--- config.mk ---
export PLATFORM = sky130hd
export DESIGN_NAME = evt_irq_hub
export DESIGN_NICKNAME = d
export VERILOG_FILES = /design/src/rtl/evt_irq_pkg.sv /design/src/rtl/evt_irq_susp_bank.sv /design/src/rtl/evt_irq_summary.sv /design/src/rtl/evt_irq_hub.sv
export SDC_FILE = /design/constraint.sdc
export NUM_CORES = 1
export LEC_CHECK = 0
export ABC_AREA = 1
export BUFFER_PORTS_ARGS = -buffer_cell sky130_fd_sc_hd__buf_2
export CAP_MARGIN = 20
export CORE_MARGIN = 4
export CORE_UTILIZATION = 40
export DETAILED_ROUTE_END_ITERATION = 8
export HOLD_SLACK_MARGIN = 0.1
export PLACE_DENSITY = 0.64
export SYNTH_ARGS = -nofsm -noshare
export SYNTH_HDL_FRONTEND = slang
export SYNTH_SLANG_ARGS = --single-unit
--- constraint.sdc ---
create_clock -name clk -period 1.99 [get_ports clk]
set_input_delay 0.398 -clock clk [delete_from_list [all_inputs] [get_ports clk]]
set_output_delay 0.398 -clock clk [all_outputs]
set_load 0.02 [all_outputs]
--- src/rtl/evt_irq_pkg.sv ---
// Shared constants for the event interrupt aggregator.
// Assumes a 6-bit word address: the upper two bits select a page,
// the lower four select a bank inside the page (at most 16 banks).
package evt_irq_pkg;
    localparam int SUM_W    = 3;
    localparam int ADDR_W   = 6;
    localparam int BANK_SEL_W = 4;

    typedef enum logic [1:0] {
        SRC_MCU_A   = 2'd0,
        SRC_MCU_B   = 2'd1,
        SRC_SUSPEND = 2'd2
    } sum_src_e;

    localparam logic [ADDR_W-1:0] A_STAT = 6'h00;
    localparam logic [ADDR_W-1:0] A_EN   = 6'h01;
    localparam logic [ADDR_W-1:0] A_ACK  = 6'h02;

    localparam logic [1:0] PG_SUSP_EN   = 2'd1;
    localparam logic [1:0] PG_SUSP_INFO = 2'd2;
    localparam logic [1:0] PG_SUSP_ACK  = 2'd3;
endpackage

--- src/rtl/evt_irq_susp_bank.sv ---
// One 32-endpoint suspend bank: enable and info registers.
// Assumes the top decodes the bank address and passes in a
// bank-local bit index. Bits past EP_COUNT are held at zero.
module evt_irq_susp_bank #(
    parameter int BANK_IDX = 0,
    parameter int EP_COUNT = 40
) (
    input  logic        clk,
    input  logic        rst_n,
    input  logic        legacy_i,
    input  logic        en_wr_i,
    input  logic        ack_wr_i,
    input  logic [31:0] wdata_i,
    input  logic        all_clr_i,
    input  logic        set_req_i,
    input  logic [4:0]  set_bit_i,
    output logic [31:0] en_o,
    output logic [31:0] info_o,
    output logic        set_acc_o
);
    function automatic logic [31:0] live_bits();
        logic [31:0] m;
        m = '0;
        for (int i = 0; i < 32; i++)
            if (BANK_IDX * 32 + i < EP_COUNT) m[i] = 1'b1;
        return m;
    endfunction

    localparam logic [31:0] LIVE = live_bits();

    logic [31:0] en_q, info_q, set_vec, clr_vec;

    // Accept a suspend event only for a live, enabled (or legacy) endpoint
    assign set_acc_o = set_req_i && LIVE[set_bit_i] && (legacy_i || en_q[set_bit_i]);

    // Build one-hot set vector and clear vector for this cycle
    always_comb begin
        set_vec = '0;
        if (set_acc_o) set_vec[set_bit_i] = 1'b1;
        if (all_clr_i)                  clr_vec = '1;
        else if (ack_wr_i && !legacy_i) clr_vec = wdata_i;
        else                            clr_vec = '0;
    end

    // Enable register: frozen in legacy mode
    always_ff @(posedge clk) begin
        if (!rst_n)                     en_q <= '0;
        else if (en_wr_i && !legacy_i)  en_q <= wdata_i & LIVE;
    end

    // Info register: clear first, then set, so a set wins
    always_ff @(posedge clk) begin
        if (!rst_n) info_q <= '0;
        else        info_q <= ((info_q & ~clr_vec) | set_vec) & LIVE;
    end

    assign en_o   = en_q;
    assign info_o = info_q;

    AST_LEGACY_EN_HOLD: assert property (@(posedge clk) disable iff (!rst_n) legacy_i |=> $stable(en_q));
    AST_LEGACY_ACK_KEEP: assert property (@(posedge clk) disable iff (!rst_n) (legacy_i && !all_clr_i) |=> ((info_q & $past(info_q)) == $past(info_q)));
    AST_BLOCKED_SET: assert property (@(posedge clk) disable iff (!rst_n) (set_req_i && !legacy_i && !en_q[set_bit_i] && !info_q[set_bit_i]) |=> !info_q[$past(set_bit_i)]);
    AST_ALL_CLEAR: assert property (@(posedge clk) disable iff (!rst_n) (all_clr_i && !set_req_i) |=> (info_q == '0));
endmodule

--- src/rtl/evt_irq_summary.sv ---
// Summary status/enable pair for the three event conditions and
// the level interrupt. Assumes set strobes already qualified.
module evt_irq_summary
    import evt_irq_pkg::*;
(
    input  logic             clk,
    input  logic             rst_n,
    input  logic [SUM_W-1:0] set_i,
    input  logic             en_wr_i,
    input  logic             ack_wr_i,
    input  logic [SUM_W-1:0] wdata_i,
    output logic [SUM_W-1:0] stat_o,
    output logic [SUM_W-1:0] en_o,
    output logic             irq_o
);
    logic [SUM_W-1:0] stat_q, en_q, clr_vec;

    // Acknowledge vector from write-one-to-clear data
    always_comb clr_vec = ack_wr_i ? wdata_i : '0;

    // Status: clear then set, so a same-cycle event is kept
    always_ff @(posedge clk) begin
        if (!rst_n) stat_q <= '0;
        else        stat_q <= (stat_q & ~clr_vec) | set_i;
    end

    // Enable register written whole
    always_ff @(posedge clk) begin
        if (!rst_n)       en_q <= '0;
        else if (en_wr_i) en_q <= wdata_i;
    end

    assign irq_o  = |(stat_q & en_q);
    assign stat_o = stat_q;
    assign en_o   = en_q;

    generate
        for (genvar k = 0; k < SUM_W; k++) begin : g_chk
            AST_SET_WINS: assert property (@(posedge clk) disable iff (!rst_n) set_i[k] |=> stat_q[k]);
        end
    endgenerate
    AST_IRQ_DROP_CAUSE: assert property (@(posedge clk) disable iff (!rst_n) $fell(irq_o) |-> $past(en_wr_i || ack_wr_i));
    AST_ACK_ONLY_CLEARS: assert property (@(posedge clk) disable iff (!rst_n) !ack_wr_i |=> ((stat_q & $past(stat_q)) == $past(stat_q)));
endmodule

--- src/rtl/evt_irq_hub.sv ---
// Top of the event interrupt aggregator: address decode, read mux,
// a generated array of suspend banks and the summary register pair.
// Assumes single-cycle register writes; reads are combinational.
module evt_irq_hub
    import evt_irq_pkg::*;
#(
    parameter int EP_COUNT = 40,
    parameter int BANKS    = (EP_COUNT + 31) / 32,
    parameter int EP_W     = $clog2(BANKS * 32)
) (
    input  logic              clk,
    input  logic              rst_n,
    input  logic              legacy_mode,
    input  logic              reg_wr,
    input  logic [ADDR_W-1:0] reg_addr,
    input  logic [31:0]       reg_wdata,
    output logic [31:0]       reg_rdata,
    input  logic [1:0]        mcu_evt,
    input  logic              susp_evt,
    input  logic [EP_W-1:0]   susp_ep,
    output logic              irq
);
    logic [1:0]            page;
    logic [BANK_SEL_W-1:0] bsel;
    logic [31:0]           bank_en  [BANKS];
    logic [31:0]           bank_inf [BANKS];
    logic [BANKS-1:0]      bank_acc;
    logic [SUM_W-1:0]      sum_stat, sum_en, sum_set;
    logic                  all_clr;

    assign page    = reg_addr[ADDR_W-1:ADDR_W-2];
    assign bsel    = reg_addr[BANK_SEL_W-1:0];
    assign all_clr = reg_wr && (reg_addr == A_ACK) && reg_wdata[SRC_SUSPEND];

    generate
        for (genvar b = 0; b < BANKS; b++) begin : g_bank
            logic hit, req;
            assign hit = (int'(bsel) == b);
            assign req = susp_evt && ((int'(susp_ep) / 32) == b);
            evt_irq_susp_bank #(.BANK_IDX(b), .EP_COUNT(EP_COUNT)) u_bank (
                .clk       (clk),
                .rst_n     (rst_n),
                .legacy_i  (legacy_mode),
                .en_wr_i   (reg_wr && page == PG_SUSP_EN && hit),
                .ack_wr_i  (reg_wr && page == PG_SUSP_ACK && hit),
                .wdata_i   (reg_wdata),
                .all_clr_i (all_clr),
                .set_req_i (req),
                .set_bit_i (susp_ep[4:0]),
                .en_o      (bank_en[b]),
                .info_o    (bank_inf[b]),
                .set_acc_o (bank_acc[b])
            );
        end
    endgenerate

    // Summary set strobes: microcontroller events and any accepted suspend
    always_comb begin
        sum_set = '0;
        sum_set[SRC_MCU_A]   = mcu_evt[0];
        sum_set[SRC_MCU_B]   = mcu_evt[1];
        sum_set[SRC_SUSPEND] = |bank_acc;
    end

    evt_irq_summary u_sum (
        .clk      (clk),
        .rst_n    (rst_n),
        .set_i    (sum_set),
        .en_wr_i  (reg_wr && reg_addr == A_EN),
        .ack_wr_i (reg_wr && reg_addr == A_ACK),
        .wdata_i  (reg_wdata[SUM_W-1:0]),
        .stat_o   (sum_stat),
        .en_o     (sum_en),
        .irq_o    (irq)
    );

    // Read mux: write-only and unmapped locations return zero
    always_comb begin
        reg_rdata = '0;
        if (reg_addr == A_STAT)    reg_rdata = {{(32-SUM_W){1'b0}}, sum_stat};
        else if (reg_addr == A_EN) reg_rdata = {{(32-SUM_W){1'b0}}, sum_en};
        else begin
            for (int b = 0; b < BANKS; b++) begin
                if (int'(bsel) == b) begin
                    if (page == PG_SUSP_EN)   reg_rdata = bank_en[b];
                    if (page == PG_SUSP_INFO) reg_rdata = bank_inf[b];
                end
            end
        end
    end

    AST_SUSP_SUMMARY: assert property (@(posedge clk) disable iff (!rst_n) (|bank_acc) |=> sum_stat[SRC_SUSPEND]);
    AST_ONE_BANK: assert property (@(posedge clk) disable iff (!rst_n) $onehot0(bank_acc));
endmodule

After elaboration in Yosys (flattened, before gate mapping)
Memories as Yosys holds them, arrays and structs flattened.
Cells that the tools add are included.
- memories: 2
- bits of input ports: 51
- flip-flop bits (word level): 86
- memory bits (read-only): 64
- logic and storage cells: 77
- output and inout bits: 33
- memories (memory ; words ; bits a word ; rd ports ; clocked after Yosys merged registers in ; write ports ; RTL line ; source):
    (no name shown) ; 32 ; 1 ; 1 ; 0 ; 0 ; evt_irq_susp_bank.sv:34 ; assign set_acc_o = set_req_i && LIVE[set_bit_i] && (legacy_i || en_q[set_bit_i]);
    (no name shown) ; 32 ; 1 ; 1 ; 0 ; 0 ; evt_irq_susp_bank.sv:34 ;
- mux-type cells: 23
- reduce and logical (&&, ||, !) cells: 28
- bitwise operators: 10
- equality and inequality tests: 6
- $lt $le $gt $ge: 2
- operators with widths (operator ; count):
    32-bit two-way mux ; 11
    32-bit bitwise AND ; 1
    32-bit logical NOT ; 1
    32-bit inverter ; 1
    32-bit OR ; 1
    8-bit two-way mux ; 3
    1-bit logical AND ; 20
    1-bit binary-select mux with 5-bit select ; 2
    8-bit bitwise AND ; 1
    8-bit inverter ; 1
    8-bit OR ; 1
    3-bit bitwise AND ; 2
    6-bit by 1-bit equality test with 1-bit output, second input constant ; 1
    6-bit by 2-bit equality test with 1-bit output, second input constant ; 1
    6-bit logical NOT ; 1
    5-bit by 6-bit < comparator with 1-bit output, second input constant ; 1
    1-bit demux with 5-bit select ; 1
    5-bit by 1-bit >= comparator with 1-bit output, second input constant ; 1
    1-bit two-way mux ; 5
    2-bit equality test, second input constant ; 2
    4-bit by 2-bit equality test with 1-bit output, second input constant ; 1
    4-bit logical NOT ; 1
    3-bit two-way mux ; 1
    3-bit inverter ; 1
    other kinds (6) ; 7

Longest topological paths before layout
Gate-level depths: netlist (run 1).
- depth after elaboration: 9
- gate-level depth with buffers: 14
- gate-level depth less buffers: 11

By module
From an unflattened synthesis (run 1), not the netlist that was laid out.
- cell total of the unflattened synthesis: 1027
- area total of the unflattened synthesis: 6107.1 um^2
- by module, submodules not included (module ; cells each ; sequential area each (um^2) ; area each (um^2) ; instances):
    evt_irq_susp_bank (g_bank[0].u_bank) ; 452 ; 1281.2 ; 3120.5 ; 1
    evt_irq_hub ; 373 ; 0.0 ; 1607.8 ; 1
    evt_irq_susp_bank (g_bank[1].u_bank) ; 169 ; 320.3 ; 1148.6 ; 1
    evt_irq_summary ; 33 ; 120.1 ; 230.2 ; 1

Worst setup path before layout (run 1)
OpenSTA, ideal clock, no wires.
- path kind: in2out
- start point: input port reg_addr[5]
- end point: output port reg_rdata[3]
- data required time: 1592 ps
- buffers on the path: 2
- data arrival time: 1521 ps
- slack: 71 ps
- cell stages on the path: 7
- cell sequence: buf_2 inv_2 nand2_2 clkinv_1 clkbuf_1 nand2_1 a31oi_1
- word-level cells in the longest chain between the ends: 9
- elaborated cells between the ends (all ways): 12
- those cells by class: eq/ne: 3; mux: 8; reduce/logical: 1
- RTL lines (what ; RTL line ; source):
    start, declared ; evt_irq_hub.sv:15 ; input logic [ADDR_W-1:0] reg_addr,
    2-bit by 1-bit equality test with 1-bit output ; evt_irq_hub.sv:85 ; if (page == PG_SUSP_EN) reg_rdata = bank_en[b];
    32-bit two-way mux ; evt_irq_hub.sv:85 ;
    32-bit two-way mux ; evt_irq_hub.sv:86 ; if (page == PG_SUSP_INFO) reg_rdata = bank_inf[b];
    32-bit two-way mux ; evt_irq_hub.sv:84 ; if (int'(bsel) == b) begin
    32-bit two-way mux ; evt_irq_hub.sv:85 ;
    32-bit two-way mux ; evt_irq_hub.sv:86 ;
    32-bit two-way mux ; evt_irq_hub.sv:84 ;
    32-bit two-way mux ; evt_irq_hub.sv:81 ; else if (reg_addr == A_EN) reg_rdata = {{(32-SUM_W){1'b0}}, sum_en};
    32-bit two-way mux * ; evt_irq_hub.sv:80 ; if (reg_addr == A_STAT) reg_rdata = {{(32-SUM_W){1'b0}}, sum_stat};
    end, declared ; evt_irq_hub.sv:17 ; output logic [31:0] reg_rdata,
Mark *: on every way between the ends. The rest lies on a longest branch, timed or not.

Final worst setup path (run 1)
- start point: input port reg_addr[4]
- end point: output port reg_rdata[2]
The elaborated chain is that of the path after synthesis.

==> results of run 1 <==
-- registers in the layout (all words and copies together) (netlist names) --
signal,cells
g_bank.u_bank.info_o,40
g_bank.u_bank.en_o,40
u_sum.stat_o,3
u_sum.en_o,3
-- cell families (layout without fill, tap and decap cells) --
logic type	Yosys count	after routing	synth area share, %
flip-flops	86	86	36.3
AO/OA/AOI/OAI	144	144	15.4
AND/OR/NAND/NOR	440	440	40.1
buffers and inverters	88	174	8.13
-- placed cells by master, fill, tap and decap left out, drive strengths merged --
master    instances
clkbuf           13
inv              37
clkinv            5
dfxtp            86
a31oi             3
nand4             3
clkinvlp          1
a21oi            83
nor2            108
buf             118
nor3             12
nand3           135
o21ai            55
nand2           182
a21boi            1
a21o              2
-- critical path, delay by kind of cell --
kind	cells	cell delay, ns
buffers and inverters	4	0.69
and+or+nand+nor	5	0.41
-- area by class of cell --
| class | instances | area share (%) |
|---|---|---|
| Tap cell | 143 | 3.10 |
| Clock inverter | 2 | 0.173 |
| Multi-Input combinational cell | 584 | 46.2 |
| Sequential cell | 86 | 29.8 |
| Timing Repair Buffer | 118 | 13.7 |
| Inverter | 41 | 2.82 |
| Clock buffer | 13 | 4.16 |
-- per-stage QoR --
step / hold WS, ns / setup slack (ns) / area, um^2 / instances
floorplan: 0.439 / 0.0708 / 4740 / 758
global placement: 0.470 / 0.105 / 5480 / 971
detailed placement: 0.472 / -0.0103 / 5480 / 971
CTS: 0.291 / 0.0108 / 5740 / 986
global route: 0.299 / -0.00354 / 5780 / 987
finish: 0.294 / 0.0916 / 5780 / 987
-- metal layers --
layer / vias up / share of wire [%] / GRT usage [%]
li1: 2672 / - / -
met1: 2477 / 45 / 33.2
met2: 211 / 46 / 39.8
met3: 27 / 7.0 / 3.96
met4: 0 / 1.4 / 8.03
met5: - / 0 / 0
-- power groups by stage --
stage	logic (mW)	registers (mW)	clock network (mW)
2_1_floorplan	0.180	1.78	0
5_1_grt	0.407	1.74	1.61
4_1_cts	0.365	1.74	1.53
3_5_place_dp	0.364	1.78	0
6_report	0.375	1.74	1.51
3_3_place_gp	0.357	1.78	0
-- worst paths after layout --
path | end | depth (start not counted) | from
worst max-delay path | reg_rdata[2] | 9 | reg_addr[4]
worst min-delay path | g_bank[0].u_bank.en_o[8]$_SDFFE_PN0P_ | 3 | reg_wdata[8]
worst max register to register | g_bank[0].u_bank.info_o[4]$_SDFF_PN0_ | 11 | g_bank[0].u_bank.en_o[5]$_SDFFE_PN0P_
worst min register to register | g_bank[0].u_bank.info_o[9]$_SDFF_PN0_ | 2 | g_bank[0].u_bank.info_o[9]$_SDFF_PN0_
-- timing repair --
item,CTS,global route
buffers inserted,0,1
cloned,0,0
pin swaps,0,1
resized for setup,1,10
endpoints found under the setup margin,2,10
==> results.md, run 1 <==
- Slowest-stage cell, CP: buf_4
- Row Count: 39
- Crit. End Element: output port
- Slew HR: roughly 59%
- Number of distinct library cells after synthesis: 28
- GP Congestion: 0.893
- Post-synth top cells: 178 x nand2_1, 133 x nand3_1, 105 x nor2_1
- Worst Path Arrival: 1.50 ns
- Reg power frac: 48.0%
- Switching fraction of total power: roughly 26%
- Clock share of power: 41.7%
- Clock Skews: 0.00357 ns
- Synth async-reset ratio: 0%
- CTS Hold Bufs: 0
- Register area: 0.00172 mm^2
- Synth Flop Type: dfxtp_1
- Crit path kind: input pin to output port
- Post-synthesis instance area: 0.00474 mm^2
- Number of CTS-inserted buffers: 9
- Max Cap Viol: 0
- Sequential area share after synthesis: 36.3%
- Dpl hpwl: ~11 mm
- GRT overflow: 0
- Vias in the first global route: a little over 5000
- Initial Utilization: between 40 and 50%
- Final Hold Viols: 0
- Syn Area/Cell: 6.25 um^2
- Leakage: about 2.4 nW
- TritonCTS clock tree: yes
- GRT Resource Usage Total: 24.5%
- CTS H-tree lvls: 3
- Peak supply drop: roughly 0.52 mV
- Die X: 117 um
- Final max-slew violation count: 0
- Core Util, Final: between 50 and 60%
- Antenna Diode Count: 0
- Post-synth top area share: 36.3%
- Crit path max fanout: 20
- Clock sinks: 86
- Post-DRT Antenna Nets: 0
- Min Tclk post-route: 1.90 ns
- Sw Pwr: roughly 0.94 mW
- Die Height: 117 um
- Post-synth net total: 809
- Multi-input logic area: 0.00267 mm^2
- Core Region: 0.0115 mm^2
- R2r setup slk: ~0.54 ns
- Most frequent cell after synthesis: nand2_1
- Clock Path Buffers: 2
- Drc violations: 0
- Final setup violation count: 0
- Layout area overhead: 21.9%
- Comb pwr share: between 10% and 20%
- Pin count of the biggest net entering global routing: 44
- Antenna violations before repair: 0
- Cells along the critical path: buf_2 -> nand2_2 -> clkinv_1 -> buf_4 -> nand2_1 -> nand2_1 -> nand2_1 -> nand4_1 -> buf_2
- Clock slew at reported path FFs: about 0.06 ns
- IO Count: between 80 and 90
- Power Dens Cells: about 630 mW/mm^2
- Status: completed
- Required time worst endpoint: 1.59 ns
- CTS root buffer: clkbuf_16
- Vias: 5387
- DR iter-0 viols: 482
- First-pass GRT wire length: 26.4 mm
- WL/cell: 16.4 um
- Max incr delay on CP: 0.26 ns
- Slew @ Worst Pin: 0.619 ns
- Clk Latency, worst-skew pair: between 0.3 and 0.4 ns
- IO buf count: 83
- Fraction of layout cells with a size suffix above 1: 18.6%
- CP dominant cell by count: nand2_1
- Area contributors post-synth: dfxtp_1 36%, nand2_1 14%, nand3_1 14%, a21oi_1 8.8%, nor2_1 8.3%
- Startpoint types: input pin
- #FFs+latches synth: 86
- Synth warnings: 0
- Internal: ~2.7 mW
- Tcrit/Tclk final: 95.4%
- Tightest Hold Check Type: input pin to register
- EDFF count, synth: 0
- Final net count: between 800 and 900
- Fmax: roughly 530 MHz
- Post-synth top area cell: dfxtp_1
- Fill cells: 1206
- Die ar.: 0.0137 mm^2
- WL final: about 16 mm
- Pwr Total: 3.63 mW
- Vias per inst: 5.46
- Cells after Synth: 758
- 1st-pass router iterations: 5
- Setup TNS: 0 ns
(Power assumes the default switching activity.)
==> inputs of run 2 (changes only) <==
Settings changed: CTS_BUF_LIST set to sky130_fd_sc_hd__clkbuf_16, PLACE_DENSITY 0.64 to unset.
==> results.md, run 2 (synthesis gave the netlist of run 1 again) <==
- Post-DRT Antenna Nets: 0 (unchanged)
- CTS Hold Bufs: 0 (unchanged)
- Reg2Reg Depth: 11 (unchanged)
- Antenna Diode Count: 0 (unchanged)
- TritonCTS clock tree: yes (unchanged)
- Clk Latency, worst-skew pair: 0.34 ns (about the same)
- Tcrit/Tclk final: 96.3% (was 95.4%)
- Vias per inst: 5.52 (was 5.46)
- Slowest-stage cell, CP: a21o_1 (was buf_4)
- Final net count: 891 (unchanged)
- Clock sinks: 86 (unchanged)
- Pin count of the biggest net entering global routing: 44 (unchanged)
- Most frequent cells in the layout: 178 x nand2_1, 133 x nand3_1, 103 x nor2_1 (was 178 x nand2_1, 131 x nand3_1, 103 x nor2_1)
- WL final: 16.2 mm (was 16.1 mm)
- Worst Path Arrival: 1.52 ns (was 1.50 ns)
- CTS H-tree lvls: 3 (unchanged)
- Core Region: 0.0115 mm^2 (unchanged)
- Crit. End Element: output port (unchanged)
- Post-route cell area: 0.00585 mm^2 (was 0.00578 mm^2)
- Vias in the first global route: 5046 (was 5179)
- Power Dens Cells: 663 mW/mm^2 (was 628 mW/mm^2)
- Worst Setup SP: reg_addr[4] (unchanged)
- Peak supply drop: 0.423 mV (was 0.523 mV)
- WL/cell: 16.4 um (about the same)
- Max incr delay on CP: 0.22 ns (was 0.26 ns)
- Cells along the critical path: buf_2 -> buf_4 -> clkinvlp_4 -> buf_12 -> nand3_1 -> o21ai_0 -> a21o_1 -> buf_2 (was buf_2 -> nand2_2 -> clkinv_1 -> buf_4 -> nand2_1 -> nand2_1 -> nand2_1 -> nand4_1 -> buf_2)
- CTS root buffer: clkbuf_16 (unchanged)
- Reg-to-Reg End: g_bank[0].u_bank.info_o[8]$_SDFF_PN0_ (was g_bank[0].u_bank.info_o[4]$_SDFF_PN0_)
- Row Count: 39 (unchanged)
- Startpoint types: input pin (unchanged)
- Pwr Total: 3.88 mW (was 3.63 mW)
- IO buf count: 83 (unchanged)
- Final Hold Viols: 0 (unchanged)
- GRT overflow: 0 (unchanged)
- Fill cells: 1234 (was 1206)
- Fmax: 522 MHz (was 527 MHz)
- CP dominant cell by count: buf_2 (was nand2_1)
- Tightest Hold Check Type: input pin to register (unchanged)
- Crit path kind: input pin to output port (unchanged)
- Final setup violation count: 0 (unchanged)
- Slew HR: 59.5% (was 58.7%)
- Min Tclk post-route: 1.92 ns (was 1.90 ns)
- Initial Utilization: 41.1% (unchanged)
- GRT Resource Usage Total: 23.9% (was 24.5%)
- Setup crit end: reg_rdata[7] (was reg_rdata[2])
- GP Congestion: 0.906 (was 0.893)
- DR iter-0 viols: 328 (was 482)
- 1st-pass router iterations: 5 (unchanged)
- Fraction of layout cells with a size suffix above 1: 18.7% (was 18.6%)
- Final max-slew violation count: 0 (unchanged)
- Reg-to-Reg Start: g_bank[0].u_bank.en_o[6]$_SDFFE_PN0P_ (was g_bank[0].u_bank.en_o[5]$_SDFFE_PN0P_)
- Vias: 5449 (was 5387)
- IO Count: 84 (unchanged)
- Status: completed (unchanged)
- Placed cell area: 0.00545 mm^2 (was 0.00548 mm^2)
- Die ar.: 0.0137 mm^2 (unchanged)
- Die Height: 117 um (unchanged)
- Clock Skews: 0.00818 ns (was 0.00357 ns)
- Clock slew at reported path FFs: 0.06 ns (about the same)
- Drc violations: 0 (unchanged)
- Required time worst endpoint: 1.59 ns (about the same)
- Fin Hold WS: 0.295 ns (was 0.294 ns)
- Leakage: 2.41 nW (was 2.37 nW)
- R2r setup slk: 0.55 ns (was 0.54 ns)
- Antenna violations before repair: 0 (unchanged)
- Slew @ Worst Pin: 0.607 ns (was 0.619 ns)
- Crit path max fanout: 12 (was 20)
- First-pass GRT wire length: 25.8 mm (was 26.4 mm)
- Number of CTS-inserted buffers: 9 (unchanged)
- Max Cap Viol: 0 (unchanged)
- Layout area overhead: 23.4% (was 21.9%)
- Dpl hpwl: 11.1 mm (was 11.3 mm)
- Clock Path Buffers: 2 (unchanged)
- Commonest non-fill, non-tap cell in the layout: nand2_1 (unchanged)
- Die X: 117 um (unchanged)
[run 2: cell types whose count changed in the layout (fill, tap and decap cells not counted), sizes merged]
cell      change
clkinvlp      +1
buf           -1
clkinv        +2
clkbuf        -3
bufinv        +2
[run 2: power breakdown]
part	switching, mW	internal [mW]
sequential	0.00784	1.73
combinational	0.256	0.123
clock	0.678	1.08
total	0.942	2.94
[run 2: worst min-delay path by stage]
stage               cells after the start                             startpoint                                endpoint
detailed placement                      2  g_bank[1].u_bank.en_o[7]$_SDFFE_PN0P_   g_bank[1].u_bank.en_o[7]$_SDFFE_PN0P_
global route                            3                          reg_wdata[24]  g_bank[0].u_bank.en_o[24]$_SDFFE_PN0P_
CTS                                     3                          reg_wdata[20]  g_bank[0].u_bank.en_o[20]$_SDFFE_PN0P_
floorplan                               2  g_bank[1].u_bank.en_o[7]$_SDFFE_PN0P_   g_bank[1].u_bank.en_o[7]$_SDFFE_PN0P_
finish                                  3                          reg_wdata[11]  g_bank[0].u_bank.en_o[11]$_SDFFE_PN0P_
global placement                        2  g_bank[1].u_bank.en_o[7]$_SDFFE_PN0P_   g_bank[1].u_bank.en_o[7]$_SDFFE_PN0P_
[run 2: per-stage QoR]
stage	util, %	cells	setup TNS (ns)	worst slack [ns]
CTS	50.0	986	0	0.00757
floorplan	-	758	0	0.0708
global placement	47.3	970	-0.0556	-0.0200
finish	50.8	988	0	0.0732
global route	50.8	988	-0.000974	-0.000974
detailed placement	47.3	970	-0.131	-0.0299
[run 2: repair_timing]
item,CTS,global route
gates cloned,0,1
endpoints found under the hold margin,0,0
setup endpoints to repair,8,24
pin swaps,0,0
resized for setup,3,14
setup buffers,0,1
[run 2: final cells by class]
type                            instances  area, um^2  area share, %
Timing Repair Buffer                  118         826           14.1
Clock inverter                          7        80.1           1.37
Clock buffer                            9         225           3.85
Inverter                               41         165           2.82
Multi-Input combinational cell        584        2650           45.3
Sequential cell                        86        1720           29.4
Tap cell                              143         179           3.06
[run 2: worst max-delay path, delay by kind of cell]
family | cells | cell delay [ns]
AO/OA/AOI/OAI | 2 | 0.32
AND/OR/NAND/NOR | 1 | 0.06
buffers and inverters | 5 | 0.73
[run 2: per-layer routing]
layer	vias up	wire, um	GRT usage, %
li1	2680	-	-
met1	2490	7170	32.4
met2	248	7380	38.1
met3	31	1370	5.14
met4	0	323	7.49
met5	-	0	0
==> inputs of run 3 (changes only) <==
Settings changed: CORE_MARGIN 4 to 5.
==> results.md, run 3 (synthesis gave the netlist of run 1 again) <==
- Status: completed (unchanged)
- CTS root buffer: clkbuf_16 (unchanged)
- WL/cell: 16.3 um (was 16.4 um)
- Reg-to-Reg Start: g_bank[0].u_bank.en_o[5]$_SDFFE_PN0P_ (was g_bank[0].u_bank.en_o[6]$_SDFFE_PN0P_)
- Layout area overhead: 21.9% (was 23.4%)
- Max Cap Viol: 0 (unchanged)
- Post-CTS Setup Bufs: 0 (unchanged)
- DR iter-0 viols: 399 (was 328)
- Leakage: 2.41 nW (about the same)
- Fill cells: 1225 (was 1234)
- R2r setup slk: 0.58 ns (was 0.55 ns)
- Tcrit/Tclk final: 96.1% (was 96.3%)
- Number of CTS-inserted buffers: 9 (unchanged)
- Placed cell count: 976 (was 970)
- Final Hold Viols: 0 (unchanged)
- Drc violations: 0 (unchanged)
- GRT Resource Usage Total: 23.3% (was 23.9%)
- Clock Path Buffers: 2 (unchanged)
- RSZ-0062 raised after global routing: false
- Slew HR: 59.2% (was 59.5%)
- CTS Hold Bufs: 0 (unchanged)
- Final max-slew violation count: 0 (unchanged)
- First-pass GRT wire length: 26.9 mm (was 25.8 mm)
- Vias in the first global route: 5285 (was 5046)
- Hold depth: 3 (unchanged)
- Slew @ Worst Pin: 0.610 ns (was 0.607 ns)
- GP Congestion: 0.890 (was 0.906)
- Slowest-stage cell, CP: buf_4 (was a21o_1)
- Cells along the critical path: buf_2 -> nor2_2 -> nand3_1 -> buf_6 -> buf_4 -> a21oi_1 -> buf_2 (was buf_2 -> buf_4 -> clkinvlp_4 -> buf_12 -> nand3_1 -> o21ai_0 -> a21o_1 -> buf_2)
- Reg-to-Reg End: g_bank[0].u_bank.info_o[18]$_SDFF_PN0_ (was g_bank[0].u_bank.info_o[8]$_SDFF_PN0_)
- WL final: 16.1 mm (was 16.2 mm)
- Die X: 119 um (was 117 um)
- Pin count of the biggest net entering global routing: 44 (unchanged)
- Crit path kind: input pin to output port (unchanged)
- Max incr delay on CP: 0.22 ns (about the same)
- Setup crit end: reg_rdata[14] (was reg_rdata[7])
- Non-Filler Instances: 990 (was 988)
- Tightest Hold Check Type: input pin to register (unchanged)
- Clk Latency, worst-skew pair: 0.35 ns (was 0.34 ns)
- Required time worst endpoint: 1.59 ns (about the same)
- Initial Utilization: 41.1% (unchanged)
- Crit path max fanout: 17 (was 12)
- Die Height: 119 um (was 117 um)
- 1st-pass router iterations: 5 (unchanged)
- Clock slew at reported path FFs: 0.06 ns (about the same)
- CP dominant cell by count: buf_2 (unchanged)
- Reg2Reg Depth: 11 (unchanged)
- Startpoint types: input pin (unchanged)
- Vias per inst: 5.44 (was 5.52)
- Delay-heaviest family, CP: buffers and inverters (unchanged)
- Post-DRT Antenna Nets: 0 (unchanged)
- Core Region: 0.0115 mm^2 (unchanged)
- Power Dens Cells: 626 mW/mm^2 (was 663 mW/mm^2)
- Fraction of layout cells with a size suffix above 1: 18.7% (about the same)
- IO Count: 84 (unchanged)
- Setup TNS: 0 ns (unchanged)
- Antenna violations before repair: 0 (unchanged)
- Min Tclk post-route: 1.91 ns (was 1.92 ns)
- Final setup violation count: 0 (unchanged)
- Commonest non-fill, non-tap cell in the layout: nand2_1 (unchanged)
- Critical Path Stages: 7 (was 8)
- Clock Skews: 0.00581 ns (was 0.00818 ns)
- Clock sinks: 86 (unchanged)
- Row Count: 39 (unchanged)
- Antenna Diode Count: 0 (unchanged)
- Crit. End Element: output port (unchanged)
- Final net count: 895 (was 891)
- Worst Setup SP: reg_addr[3] (was reg_addr[4])
- CP Buf/Inv Count: 4 (was 5)
- CTS H-tree lvls: 3 (unchanged)
- GRT overflow: 0 (unchanged)
- Dpl hpwl: 11.5 mm (was 11.1 mm)
- Worst Path Arrival: 1.52 ns (about the same)
- TritonCTS clock tree: yes (unchanged)
- Fmax: 523 MHz (was 522 MHz)
- Vias: 5381 (was 5449)
- Most frequent cells in the layout: 178 x nand2_1, 133 x nand3_1, 103 x nor2_1 (unchanged)
- Die ar.: 0.0141 mm^2 (was 0.0137 mm^2)
- Peak supply drop: 0.434 mV (was 0.423 mV)
- IO buf count: 83 (unchanged)
==> run 3: cell types whose count changed in the layout (fill, tap and decap cells not counted), sizes merged <==
| cell | previous run | this run |
|---|---|---|
| buf | 117 | 122 |
| inv | 37 | 41 |
| clkinv | 7 | 4 |
| bufinv | 2 | 0 |
| clkbuf | 10 | 9 |
| clkinvlp | 2 | 1 |
==> run 3: through the flow <==
step / power [mW] / hold WS (ns) / util, % / setup WS, ns / area (um^2)
4_1_cts: 3.64 / 0.280 / 50.0 / 0.00722 / 5760
6_report: 3.61 / 0.285 / 50.1 / 0.0767 / 5770
3_3_place_gp: 2.14 / 0.468 / 47.8 / -0.0148 / 5510
3_5_place_dp: 2.14 / 0.472 / 47.8 / -0.0400 / 5510
5_1_grt: 3.74 / 0.289 / 50.1 / 0.00356 / 5770
2_1_floorplan: 1.96 / 0.439 / - / 0.0708 / 4740
==> run 3: layout make-up <==
cell class              count  area, um^2  area share, %
well taps                 143         179           3.10
clock buffers               9         225           3.90
multi-input cells         584        2650           45.9
flip-flops and latches     86        1720           29.8
clock inverters             5        22.5          0.390
repair buffers            122         818           14.2
inverters                  41         160           2.77
==> run 3: power by group <==
part	leakage [nW]	total, mW	internal [mW]	switching (mW)
Combinational	1.58	0.375	0.124	0.251
Clock	0.129	1.50	0.814	0.685
Sequential	0.694	1.74	1.73	0.00827
==> run 3: repair_timing <==
| action | in CTS | in global routing |
|---|---|---|
| hold endpoints to repair | 0 | 0 |
| gates resized for setup | 2 | 7 |
| setup endpoints to repair | 6 | 25 |
| cloned | 0 | 0 |
==> run 3: per-layer routing <==
| metal | share of wire [%] | routed length (um) | track usage (%) | up-vias |
|---|---|---|---|---|
| met5 | 0 | 0 | 0 | - |
| met4 | 2.2 | 357 | 6.37 | 0 |
| met3 | 6.4 | 1020 | 5.07 | 34 |
| met2 | 46 | 7360 | 38.2 | 194 |
| met1 | 46 | 7350 | 31.1 | 2479 |
| li1 | - | - | - | 2674 |
==> run 3: worst reg2reg max path, cell delays in order, from the launching register on <==
cell and delay (ns):
dfxtp_1 0.34, nand2_1 0.07, nand2_1 0.05, nand2_1 0.05
nand2_1 0.05, nand2_1 0.06, nand2_1 0.06, nor2_2 0.13
nand3_4 0.12, buf_4 0.18, nand3_1 0.08, a21oi_1 0.07
==> run 3: worst min path at each step <==
stage	from	endpoint	slack, ns
finish	mcu_evt[1]	u_sum.stat_o[1]$_SDFF_PN0_	0.28
global route	mcu_evt[1]	u_sum.stat_o[1]$_SDFF_PN0_	0.29
CTS	mcu_evt[1]	u_sum.stat_o[1]$_SDFF_PN0_	0.28
detailed placement	g_bank[0].u_bank.info_o[10]$_SDFF_PN0_	g_bank[0].u_bank.info_o[10]$_SDFF_PN0_	0.47
global placement	g_bank[0].u_bank.info_o[3]$_SDFF_PN0_	g_bank[0].u_bank.info_o[3]$_SDFF_PN0_	0.47
floorplan	g_bank[1].u_bank.en_o[7]$_SDFFE_PN0P_	g_bank[1].u_bank.en_o[7]$_SDFFE_PN0P_	0.44
